$ cat config.mk
export PLATFORM = sky130hd
export DESIGN_NAME = dual_adc_formatter
export DESIGN_NICKNAME = d
export VERILOG_FILES = /design/src/rtl/adcfmt_pkg.sv /design/src/rtl/adcfmt_delay_line.sv /design/src/rtl/adcfmt_coder.sv /design/src/rtl/adcfmt_fill.sv /design/src/rtl/dual_adc_formatter.sv
export SDC_FILE = /design/constraint.sdc
export NUM_CORES = 1
export LEC_CHECK = 0
export CAP_MARGIN = 20
export CORE_MARGIN = 4
export CORE_UTILIZATION = 55
export DETAILED_ROUTE_END_ITERATION = 6
export MAX_ROUTING_LAYER = met4
export PLACE_DENSITY_LB_ADDON = 0.05
export RECOVER_POWER = 25
export SLEW_MARGIN = 10
export SYNTH_ARGS = -nofsm -noshare
export SYNTH_HDL_FRONTEND = slang
export SYNTH_SLANG_ARGS = --single-unit
$ cat constraint.sdc
create_clock -name clk -period 3.8 [get_ports clk]
set_input_delay 0.76 -clock clk [delete_from_list [all_inputs] [get_ports clk]]
set_output_delay 0.76 -clock clk [all_outputs]
set_load 0.01 [all_outputs]
$ cat src/rtl/adcfmt_pkg.sv
package adcfmt_pkg;

  typedef enum logic {
    CODE_OFFSET = 1'b0,
    CODE_TWOS   = 1'b1
  } code_sel_e;

  function automatic int fill_bits(input int lat);
    return $clog2(lat + 2);
  endfunction

endpackage

$ cat src/rtl/adcfmt_delay_line.sv
module adcfmt_delay_line #(
  parameter int WIDTH = 10,
  parameter int DEPTH = 5
) (
  input  logic             clk,
  input  logic             rst,
  input  logic             adv,
  input  logic [WIDTH-1:0] din,
  output logic [WIDTH-1:0] tail
);

  logic [WIDTH-1:0] stg [DEPTH];

  generate
    for (genvar i = 0; i < DEPTH; i++) begin : g_stage
      if (i == 0) begin : g_head
        always_ff @(posedge clk) begin
          if (rst)      stg[i] <= '0;
          else if (adv) stg[i] <= din;
        end
      end else begin : g_body
        always_ff @(posedge clk) begin
          if (rst)      stg[i] <= '0;
          else if (adv) stg[i] <= stg[i-1];
        end
      end
    end
  endgenerate

  assign tail = stg[DEPTH-1];

  // a frozen path moves nothing toward the output
  a_r8_tail_frozen: assert property (@(posedge clk) disable iff (rst)
    !adv |=> $stable(tail));

  // the head stage takes the sample present on an advancing edge
  a_r2_capture: assert property (@(posedge clk) disable iff (rst)
    adv |=> stg[0] == $past(din));

endmodule

$ cat src/rtl/adcfmt_coder.sv
module adcfmt_coder
  import adcfmt_pkg::*;
#(
  parameter int WIDTH = 10
) (
  input  logic             clk,
  input  logic             rst,
  input  logic             adv,
  input  code_sel_e        sel,
  input  logic [WIDTH-1:0] raw,
  output logic [WIDTH-1:0] dout
);

  localparam int MSB = WIDTH - 1;

  logic [WIDTH-1:0] coded;

  always_comb begin
    coded = raw;
    if (sel == CODE_TWOS) coded[MSB] = ~raw[MSB];
  end

  always_ff @(posedge clk) begin
    if (rst)      dout <= '0;
    else if (adv) dout <= coded;
  end

  // output word holds while frozen
  a_r7_hold: assert property (@(posedge clk) disable iff (rst)
    !adv |=> $stable(dout));

  // coding never touches bits below the MSB
  a_r4_low_bits_pass: assert property (@(posedge clk) disable iff (rst)
    adv |=> dout[MSB-1:0] == $past(raw[MSB-1:0]));

endmodule

$ cat src/rtl/adcfmt_fill.sv
module adcfmt_fill
  import adcfmt_pkg::*;
#(
  parameter int LATENCY = 5
) (
  input  logic clk,
  input  logic rst,
  input  logic adv,
  output logic valid
);

  localparam int FW = fill_bits(LATENCY);
  localparam logic [FW-1:0] FILL_MAX = FW'(LATENCY + 1);

  logic [FW-1:0] fill_q;

  always_ff @(posedge clk) begin
    if (rst || !adv)           fill_q <= '0;
    else if (fill_q != FILL_MAX) fill_q <= fill_q + 1'b1;
  end

  assign valid = (fill_q == FILL_MAX);

  // any frozen edge drops the flag
  a_r9_drop_on_freeze: assert property (@(posedge clk) disable iff (rst)
    !adv |=> !valid);

  // the flag only rises on an advancing edge
  a_r9_rise_on_advance: assert property (@(posedge clk) disable iff (rst)
    $rose(valid) |-> $past(adv));

endmodule

$ cat src/rtl/dual_adc_formatter.sv
module dual_adc_formatter
  import adcfmt_pkg::*;
#(
  parameter int SAMPLE_W = 10,
  parameter int LATENCY  = 5
) (
  input  logic                clk,
  input  logic                rst,
  input  logic [SAMPLE_W-1:0] samp_a,
  input  logic [SAMPLE_W-1:0] samp_b,
  input  logic                fmt_twos,
  input  logic                oe_n,
  input  logic                pwr_dn,
  input  logic                sleep,
  output logic [SAMPLE_W-1:0] dout_a,
  output logic [SAMPLE_W-1:0] dout_b,
  output logic                drive_en,
  output logic                out_valid
);

  localparam int NCH = 2;

  logic                advance;
  code_sel_e           sel;
  logic [SAMPLE_W-1:0] raw   [NCH];
  logic [SAMPLE_W-1:0] tail  [NCH];
  logic [SAMPLE_W-1:0] word  [NCH];

  assign advance = !pwr_dn && !sleep;
  assign sel     = code_sel_e'(fmt_twos);
  assign raw[0]  = samp_a;
  assign raw[1]  = samp_b;

  generate
    for (genvar c = 0; c < NCH; c++) begin : g_ch
      adcfmt_delay_line #(.WIDTH(SAMPLE_W), .DEPTH(LATENCY)) u_dly (
        .clk (clk),
        .rst (rst),
        .adv (advance),
        .din (raw[c]),
        .tail(tail[c])
      );
      adcfmt_coder #(.WIDTH(SAMPLE_W)) u_code (
        .clk (clk),
        .rst (rst),
        .adv (advance),
        .sel (sel),
        .raw (tail[c]),
        .dout(word[c])
      );
    end
  endgenerate

  adcfmt_fill #(.LATENCY(LATENCY)) u_fill (
    .clk  (clk),
    .rst  (rst),
    .adv  (advance),
    .valid(out_valid)
  );

  assign dout_a   = word[0];
  assign dout_b   = word[1];
  assign drive_en = ~oe_n;

  // reset clears both outputs and the flag on the next edge
  a_r1_reset_clear: assert property (@(posedge clk)
    rst |=> (dout_a == '0 && dout_b == '0 && !out_valid));

  // channels hold together under power-down
  a_r10_lockstep_hold: assert property (@(posedge clk) disable iff (rst)
    pwr_dn |=> ($stable(dout_a) && $stable(dout_b)));

endmodule

== Word-level counts from Yosys, hierarchy flattened ==
Memory sizes are Yosys's and may differ from the RTL's.
Index checks and enable logic that the tools add are counted.
Storage, ports and cells
  input bits: 26
  register bits after elaboration: 23
  RAM bits: 100
  memories: 2
  output and inout bits: 22
Memory list
  g_ch[0].u_dly.stg: depth 5, bits a word 10, read ports 5, clocked after Yosys merged registers in 0, write ports 5, line adcfmt_delay_line.sv:12  | logic [WIDTH-1:0] stg [DEPTH];
  g_ch[1].u_dly.stg: depth 5, bits a word 10, read ports 5, clocked after Yosys merged registers in 0, write ports 5, line adcfmt_delay_line.sv:12
Cells by class
  bitwise logic cells: 13
  mux-type cells: 17
  equal/unequal tests: 2
  add/subtract/negate cells: 1
  reductions and logical operators: 5
Operators with widths (number)
  two-way mux 10 bit: 10
  bitwise OR 1 bit: 10
  two-way mux 1 bit: 7
  adder 3 x 1 -> 3 bit, second input constant: 1
  == test 3 bit, second input constant: 1
  logical NOT 1 bit: 3
  != test 3 bit, second input constant: 1
  NOT 1 bit: 3
  logical AND 1 bit: 1
  logical OR 1 bit: 1

== Depth between registers and ports, before layout ==
Gate-level depths: netlist (run 1).
  depth in word-level cells: 6
  depth in mapped cells: 4
  gate-level depth less buffers: 4

== By module ==
A second synthesis (run 1) with hierarchy kept.
Second synthesis, totals
  cells, all modules: 307
  area total of the unflattened synthesis: 4879.7 µm²
By module, submodules not included
  adcfmt_delay_line: cells each 111, area an instance 1995.7 µm², seq. area each 1501.4 µm², times used 2
  adcfmt_coder: cells each 33, area an instance 359.1 µm², seq. area each 200.2 µm², times used 2
  adcfmt_fill: cells each 17, area an instance 162.7 µm², seq. area each 60.1 µm², times used 1
  dual_adc_formatter: cells each 2, area an instance 7.5 µm², seq. area each 0.0 µm², times used 1

== Worst setup path after synthesis (run 1) ==
OpenSTA, ideal clock, no wires.
  kind: input -> register
  start point: in pwr_dn
  end point: mem g_ch[0].u_dly.stg[0][0], enable pin
  slack: 0.264 ns
  data arrival time: 3.082 ns
  cell stages on the path: 3
  cells stage by stage: o21ba_2 -> buf_2 -> inv_1
RTL lines
  start, declared: line dual_adc_formatter.sv:13  | input logic pwr_dn,
  end, declared: line adcfmt_delay_line.sv:12

==> results.env, run 1 <==
RUN_STATUS='finished with violations'
FAILED_CHECKS='capacitance limit, slew limit'
TIMING.CRITICAL_PATH.SLOWEST_STAGE_CELL='clkbuf_2'
CP_DATA_REQUIRED_TIME_NS=4.15
NUMBER_OF_SLEW_LIMIT_VIOLATIONS_IN_THE_FINAL_REPORT=124
MAPPEDNETLISTNETS=304
REPORT.FINAL.HOLD_VIOL_COUNT=0
WORSTPATHARRIVAL_NS=3.14
TNS_NS=0
CLOCK-ROOT-BUFFER='clkbuf_8'
NUMBER_OF_ANTENNA_VIOLATIONS_AT_THE_FIRST_CHECK_IN_GLOBAL_ROUTING=0
GRT.TOTAL_USAGE_PCT=13.0
CRITICAL_PATH_STARTPOINT='rst'
CLOCK_LATENCY_NS=0.50
DIE_AREA_UM2=9740
NETS=357
TOTAL_OF_WARNINGS_RAISED_BY_YOSYS=0
GLOBALPLACE.CONGESTION=0.667
DIE-WIDTH_UM=98.7
LAYOUT.AREA.SEQ_UM2=3460
SYNTHDOMINANTCELLAREASHARE_PCT=66.4
SYNTH.TOP_CELLS.BY_AREA='edfxtp_1, and2_1, dfxtp_1'
CPPEAKSTAGEDELAY_NS=1.27
CTS.SINKS=123
FP.COREAREA_UM2=7850
FINAL_ANTENNA_NET_COUNT=0
PERIOD_NEEDED_NS=2.79
DR.FIRST_ITER.DRC_COUNT=95
LAYOUT-AREA-OVERHEAD-VS-SYNTH_PCT=23.5
CELLLEAKAGEPOWER_uW=0.00216
FLOORPLAN.IO_PINS=48
SETUP_VIOL=0
SYNTHCELLS=276
TIMING.RR.START='u_fill.fill_q[0]'
HOLD_PATH_CLASS='register to register'
ROWS=32
DETAIL_ROUTE.WIRELENGTH_UM=5430
VIAS=2137
DRT_PASS1_ITERATIONS=4
CTS_INSERTED_BUFFERS=17
GRT_PASS1_WL_UM=9520
SYN-CELL-AREA_UM2=4530
PLACE.DETAILED.HPWL_UM=2730
INSERTEDDIODECOUNT=0
MAXCAPVIOLCOUNT=1
FILLERINSTANCES=531
POST-ROUTE-PERIOD-UTIL_PCT=73.5
MULTI_INPUT_AREA_UM2=931
HOLD_BUFS_INSERTED_AFTER_CTS=0
DISTINCT_CELL_TYPE_COUNT_AFTER_SYNTHESIS=18
FIRST_GLOBAL_VIAS=2111
SEQ_TOTAL_AREA_YOSYS_PCT=76.5
ROUTEDWLPERCELL_UM=12.2
POST_CTS.REPAIR.SETUP_BUFFERS=0
FLOORPLAN.INITIALDENSITY_PCT=57.7
PATH_MAX_FANOUT=123
MAXIMUM_NUMBER_OF_PINS_ON_ONE_NET_BEFORE_GLOBAL_ROUTE_REPAIR=124
YOSYS_REGISTER_BITS=123
CRITICAL_PATH.ENDPOINT_TYPE='register'
POWER_DENSITY_nW_PER_UM2=563
CLKSLEWWORSTSETUPHOLDPATHS_NS=0.06
WORST-SETUP-PATH-TYPE='input pin to register'
MIN-DELAY-START='g_ch[1].u_dly.stg[4][3]'
MAX-VDD-IR-DROP_mV=0.430
WORST-SLEW-PIN-TRANSITION_NS=1.74
VIAS_PER_CELL=4.81
DP_CELLS=412
MAX_FREQ_GHz=0.358
CLOCK_PATH_BUFFERS=2
SLEW_HEADROOM_PCT=-15.8
POSTSYNTHAREAPERCELL_UM2=16.4
TRITONCTS='done'
CLOCK_TREE.HTREE_LEVEL_COUNT=4
GRT_SETUP_UNREPAIRED='false'
CELL_BY_CELL_TRACE_OF_THE_CRITICAL_PATH='dlygate4sd3_1 > nor3_4 > clkbuf_2 > and2_1'
DIE_H_UM=98.7
DRT_DRC_VIOLATIONS_LEFT=0
POST_ROUTE_CELLS_DRIVE_ABOVE_1_SHARE_PCT=10.2
GLOBALROUTE.TOTALOVERFLOW=0
FIN_SKEW_NS=0.00636
IO_BUFFERS=47
NETLIST.TOP_CELL.BY_AREA='edfxtp_1'
WORSTSETUPSTARTPOINTTYPE='input pin'
POST_CTS_RESIZED=0
FINAL_CELLS=444
-- path summary, 6_finish.rpt --
kind              cells past startpoint                      end  slack, ns
setup / recovery                      4  g_ch[0].u_dly.stg[4][3]       1.01
hold / removal                        1   g_ch[1].u_code.dout[3]       0.45
setup reg to reg                      4         u_fill.fill_q[1]       2.62
hold reg to reg                       1   g_ch[1].u_code.dout[3]       0.45
-- per-layer routing --
metal	up-vias	share of wire (%)	GRT usage, %
met5	-	0	-
met4	0	1.7	7.25
met3	7	6.9	5.45
met2	60	48	19.9
met1	982	44	14.6
li1	1088	-	-
-- worst max-delay path: cells and delay by family --
family / cells / cell delay (ns)
buffers and inverters: 2 / 1.85
AND/OR/NAND/NOR: 2 / 0.48
-- sequential cells by signal, indices dropped and copies added (netlist names) --
| register | flops |
|---|---|
| g_ch.u_code.dout | 20 |
| g_ch.u_dly.stg | 100 |
| u_fill.fill_q | 3 |
-- report_power, final --
group / internal [uW] / switching, uW / leakage [uW]
sequential: 1540 / 17.5 / 0.00125
clock: 935 / 538 / 0.000287
combinational: 58.6 / 57.9 / 0.000624
-- stage by stage --
stage	instance area (um^2)	util, %	setup slack, ns	total power [uW]	hold WS (ns)
detailed placement	5050	64.3	1.05	1700	0.442
global placement	5050	64.3	1.10	1690	0.440
CTS	5600	71.4	1.18	3180	0.454
floorplan	4530	-	0.264	1650	0.436
finish	5590	71.2	1.01	3140	0.454
global route	5590	71.2	0.722	3260	0.475
-- synth_stat cells --
cell	n
and2_1	101
buf_6	8
clkbuf_2	1
buf_2	2
o211a_1	1
nor3_4	1
dfxtp_1	23
o21ba_2	1
clkbuf_1	4
ha_1	2
o21a_1	2
and3_1	2
a21oi_1	2
xor2_1	2
edfxtp_1	100
inv_1	3
a22o_1	20
nand3b_1	1
-- final cells by class --
cell class                      instances  share of cell area (%)
Timing Repair Buffer                   49                    8.87
Clock inverter                         12                    1.59
Clock buffer                           20                    8.37
Tap cell                              102                    2.28
Inverter                                3                   0.246
Multi-Input combinational cell        135                    16.7
Sequential cell                       123                    62.0
-- kinds of logic (layout without fill, tap and decap cells) --
logic type | after synthesis | after routing | share of synthesized area (%)
buf+inv | 18 | 84 | 2.90
xor+xnor | 2 | 2 | 0.387
fa+ha+maj | 2 | 2 | 0.553
compound gates | 26 | 26 | 4.87
simple gates | 105 | 105 | 14.8
flops | 123 | 123 | 76.5
-- placed cells by master (no fill, tap or decap), types with 2 or more instances in the layout --
cell,count
inv_4,5
and2_1,99
and3_1,2
inv_1,2
xor2_1,2
clkdlybuf4s50_1,46
dfxtp_1,23
clkinv_2,6
edfxtp_1,100
o21a_1,2
ha_1,2
a21oi_1,2
clkbuf_16,18
and2_0,2
a22o_1,20
No activity file was read; power rests on OpenSTA's default activity.
==> inputs of run 2 (changes only) <==
==> constraint.sdc (replaced) <==
create_clock -name clk -period 2.6 [get_ports clk]
set_input_delay 0.52 -clock clk [delete_from_list [all_inputs] [get_ports clk]]
set_output_delay 0.52 -clock clk [all_outputs]
set_load 0.01 [all_outputs]
==> run 2 against run 1 <==
The run now ends clean. Core utilization is 1.2 points higher. Die area stayed put. Flip-flop and latch count stayed put. Global-route usage is 0.38 points lower. First-iteration DRC count is 6.3% lower. Combinational power is 56% higher. Design area is 1.7% higher. Via count is 1.6% higher.
==> results.env, run 2 (synthesized netlist as in run 1, its figures left out) <==
MAXIMUM_NUMBER_OF_PINS_ON_ONE_NET_BEFORE_GLOBAL_ROUTE_REPAIR=124  # unchanged
GLOBALROUTE.TOTALOVERFLOW=0  # unchanged
VIAS_PER_CELL=4.85  # was 4.81
REGTOREGENDPOINT='u_fill.fill_q[1]'  # unchanged
TIMING.CRITICAL_PATH.SLOWEST_STAGE_CELL='clkdlybuf4s50_1'  # was clkbuf_2
DR.FIRST_ITER.DRC_COUNT=89  # was 95
POST_ROUTE_CELLS_DRIVE_ABOVE_1_SHARE_PCT=11.0  # was 10.2%
LAYOUT.CELLS.MOST_COMMON='edfxtp_1'  # unchanged
NETS=361  # was 357
CLOCK-ROOT-BUFFER='clkbuf_8'  # unchanged
CLKSLEWWORSTSETUPHOLDPATHS_NS=0.06  # about the same
POWER.SHARE.COMBINATIONAL_PCT=3.8  # was 3.7%
POWER_DENSITY_nW_PER_UM2=831  # was 563 nW/um^2
RUN_STATUS='completed'  # was finished with violations
PERIOD_NEEDED_NS=2.35
PLACE_WS_NS=0.399  # was 1.05 ns
NUMBER_OF_SLEW_LIMIT_VIOLATIONS_IN_THE_FINAL_REPORT=0  # was 124
WORST-R2R-CELL-COUNT=4  # unchanged
FIRST_GLOBAL_VIAS=2056  # was 2111
CP_TOP_DELAY_FAMILY='buffers and inverters'  # unchanged
CLOCK_LATENCY_NS=0.50  # about the same
POST_CTS_RESIZED=0  # unchanged
CLOCK_TREE.HTREE_LEVEL_COUNT=4  # unchanged
HOLD_END='g_ch[1].u_code.dout[3]'  # unchanged
FIN_TOTAL_PWR_uW=4730  # was 3140 uW
SLEW_HEADROOM_PCT=36.9  # was -15.8%
SEQPWRFRAC_PCT=48.1  # was 49.4%
CTS_INSERTED_BUFFERS=17  # unchanged
TRITONCTS='done'  # unchanged
MAXCAPVIOLCOUNT=0  # was 1
P_SW_uW=889  # was 614 uW
IO_BUFFERS=47  # unchanged
CP_DATA_REQUIRED_TIME_NS=2.08  # was 4.15 ns
REGMOSTFLOPS='g_ch.u_dly.stg'  # unchanged
ROUTEDWLPERCELL_UM=12.2  # about the same
FLOORPLAN.IO_PINS=48  # unchanged
INSERTEDDIODECOUNT=0  # unchanged
SETUP_VIOL=0  # unchanged
CTS.SINKS=123  # unchanged
HOLD_BUFS_INSERTED_AFTER_CTS=0  # unchanged
CRITICAL_PATH.ENDPOINT_TYPE='output port'  # was register
REG2REG_SLACK_NS=1.45  # was 2.62 ns
FP.COREAREA_UM2=7850  # unchanged
WORSTPATHARRIVAL_NS=1.83  # was 3.14 ns
SHARE_CLK_OF_TOTAL_POWER_PCT=48.1  # was 46.8%
MIN_DELAY_PATH_DEPTH=1  # unchanged
FIN_SKEW_NS=0.00738  # was 0.00636 ns
WORST-SLEW-PIN-TRANSITION_NS=0.946  # was 1.74 ns
INTERNAL_uW=3840  # was 2530 uW
CELLLEAKAGEPOWER_uW=0.00218  # was 0.00216 uW
POST-ROUTE-PERIOD-UTIL_PCT=90.2
MAX-VDD-IR-DROP_mV=0.568  # was 0.430 mV
PATH_MAX_FANOUT=6  # was 123
ROWS=32  # unchanged
LAYOUT-AREA-OVERHEAD-VS-SYNTH_PCT=25.6  # was 23.5%
DRT_DRC_VIOLATIONS_LEFT=0  # unchanged
NUMBER_OF_ANTENNA_VIOLATIONS_AT_THE_FIRST_CHECK_IN_GLOBAL_ROUTING=0  # unchanged
GRT_PASS1_WL_UM=9150  # was 9520 um
DIE_H_UM=98.7  # unchanged
CLOCK_PATH_BUFFERS=2  # unchanged
MIN_HOLD_SLACK_NS=0.450  # was 0.454 ns
VIAS=2171  # was 2137
FLOORPLAN.INITIALDENSITY_PCT=57.7  # unchanged
DETAIL_ROUTE.WIRELENGTH_UM=5450  # was 5430 um
PLACE.DETAILED.HPWL_UM=3210  # was 2730 um
NUMBER_OF_FLIP_FLOPS_UNDER_THE_LARGEST_REGISTER_NAME=100  # unchanged
WORST-SETUP-PATH-TYPE='register to output port'  # was input pin to register
REPORT.FINAL.HOLD_VIOL_COUNT=0  # unchanged
DRT_PASS1_ITERATIONS=4  # unchanged
POST_CTS.REPAIR.SETUP_BUFFERS=0  # unchanged
LAYOUT.CELLS.MOST_COMMON_LIST='edfxtp_1, and2_1, clkdlybuf4s50_1, dfxtp_1, a22o_1'  # unchanged
WORST_SLACK_NS=0.254  # was 1.01 ns
LARGESTREGISTERS='g_ch.u_dly.stg x100, g_ch.u_code.dout x20, u_fill.fill_q x3'  # unchanged
FINAL_ANTENNA_NET_COUNT=0  # unchanged
GRT.TOTAL_USAGE_PCT=12.7  # was 13.0%
WORSTSETUPSTARTPOINTTYPE='register'  # was input pin
MAX_FREQ_GHz=0.426
DIE_AREA_UM2=9740  # unchanged
DIE-WIDTH_UM=98.7  # unchanged
CPPEAKSTAGEDELAY_NS=0.47  # was 1.27 ns
WORST-PATH-BUF-INV=2  # unchanged
HOLD_PATH_CLASS='register to register'  # unchanged
TIMING.RR.START='u_fill.fill_q[0]'  # unchanged
P_SW_SHARE_PCT=18.8  # was 19.5%
CELL_BY_CELL_TRACE_OF_THE_CRITICAL_PATH='inv_1 > ha_1 > and2_1 > clkdlybuf4s50_1'  # was dlygate4sd3_1 > nor3_4 > clkbuf_2 > and2_1
MIN-DELAY-START='g_ch[1].u_dly.stg[4][3]'  # unchanged
GLOBALPLACE.CONGESTION=0.633  # was 0.667
GRT_SETUP_UNREPAIRED='false'  # unchanged
-- run 2: cell types whose count changed in the layout (fill, tap and decap cells not counted), sizes merged --
cell,previous run,this run
clkinv,7,4
clkinvlp,0,4
bufinv,1,2
clkbuf,21,24
buf,1,5
inv,7,2
-- run 2: area by class of cell --
type / count / area [um^2]
inverters: 3 / 12.5
well taps: 102 / 128
multi-input cells: 135 / 931
fillers: 543 / 2160
flip-flops and latches: 123 / 3460
clock buffers: 23 / 488
clock inverters: 9 / 110
repair buffers: 53 / 553
-- run 2: per-stage QoR --
step | cell area (um^2) | std cells | utilization, % | setup TNS, ns
2_1_floorplan | 4540 | 276 | - | -10.52
4_1_cts | 5710 | 448 | 72.7 | 0
5_1_grt | 5690 | 448 | 72.4 | 0
3_5_place_dp | 5110 | 416 | 65.1 | 0
3_3_place_gp | 5110 | 416 | 65.1 | 0
6_report | 5690 | 448 | 72.4 | 0
-- run 2: how the worst max path moves through the flow --
stage / endpoint / from / depth (start not counted) / slack [ns]
2_1_floorplan: g_ch[0].u_dly.stg[0][0] / rst / 3 / -0.11
3_3_place_gp: g_ch[1].u_dly.stg[4][1] / pwr_dn / 4 / 0.44
3_5_place_dp: g_ch[1].u_dly.stg[4][1] / pwr_dn / 4 / 0.40
4_1_cts: out_valid / u_fill.fill_q[0] / 4 / 0.23
5_1_grt: out_valid / u_fill.fill_q[0] / 4 / 0.15
6_report: out_valid / u_fill.fill_q[0] / 4 / 0.25
-- run 2: power by group through the flow --
stage / clock network [uW] / registers, uW / logic (uW)
5_1_grt: 2410 / 2280 / 199
2_1_floorplan: 0 / 2320 / 95.1
4_1_cts: 2320 / 2280 / 189
6_report: 2270 / 2270 / 181
3_3_place_gp: 0 / 2310 / 184
3_5_place_dp: 0 / 2310 / 189
-- run 2: routing by layer --
layer | routed length (um) | GRT usage, % | vias up
li1 | - | - | 1091
met1 | 2330 | 13.3 | 1012
met2 | 2690 | 20.6 | 59
met3 | 368 | 5.59 | 9
met4 | 65 | 5.67 | 0
met5 | 0 | - | -
==> inputs of run 3 (changes only) <==
--- a/config.mk
+++ b/config.mk
@@ -9,6 +9,7 @@
 export CORE_MARGIN = 4
 export CORE_UTILIZATION = 55
 export DETAILED_ROUTE_END_ITERATION = 6
+export GPL_ROUTABILITY_DRIVEN = 0
 export MAX_ROUTING_LAYER = met4
 export PLACE_DENSITY_LB_ADDON = 0.05
 export RECOVER_POWER = 25
==> results of run 3 <==
Final layout, timing and power as in run 2 (identical DEF).
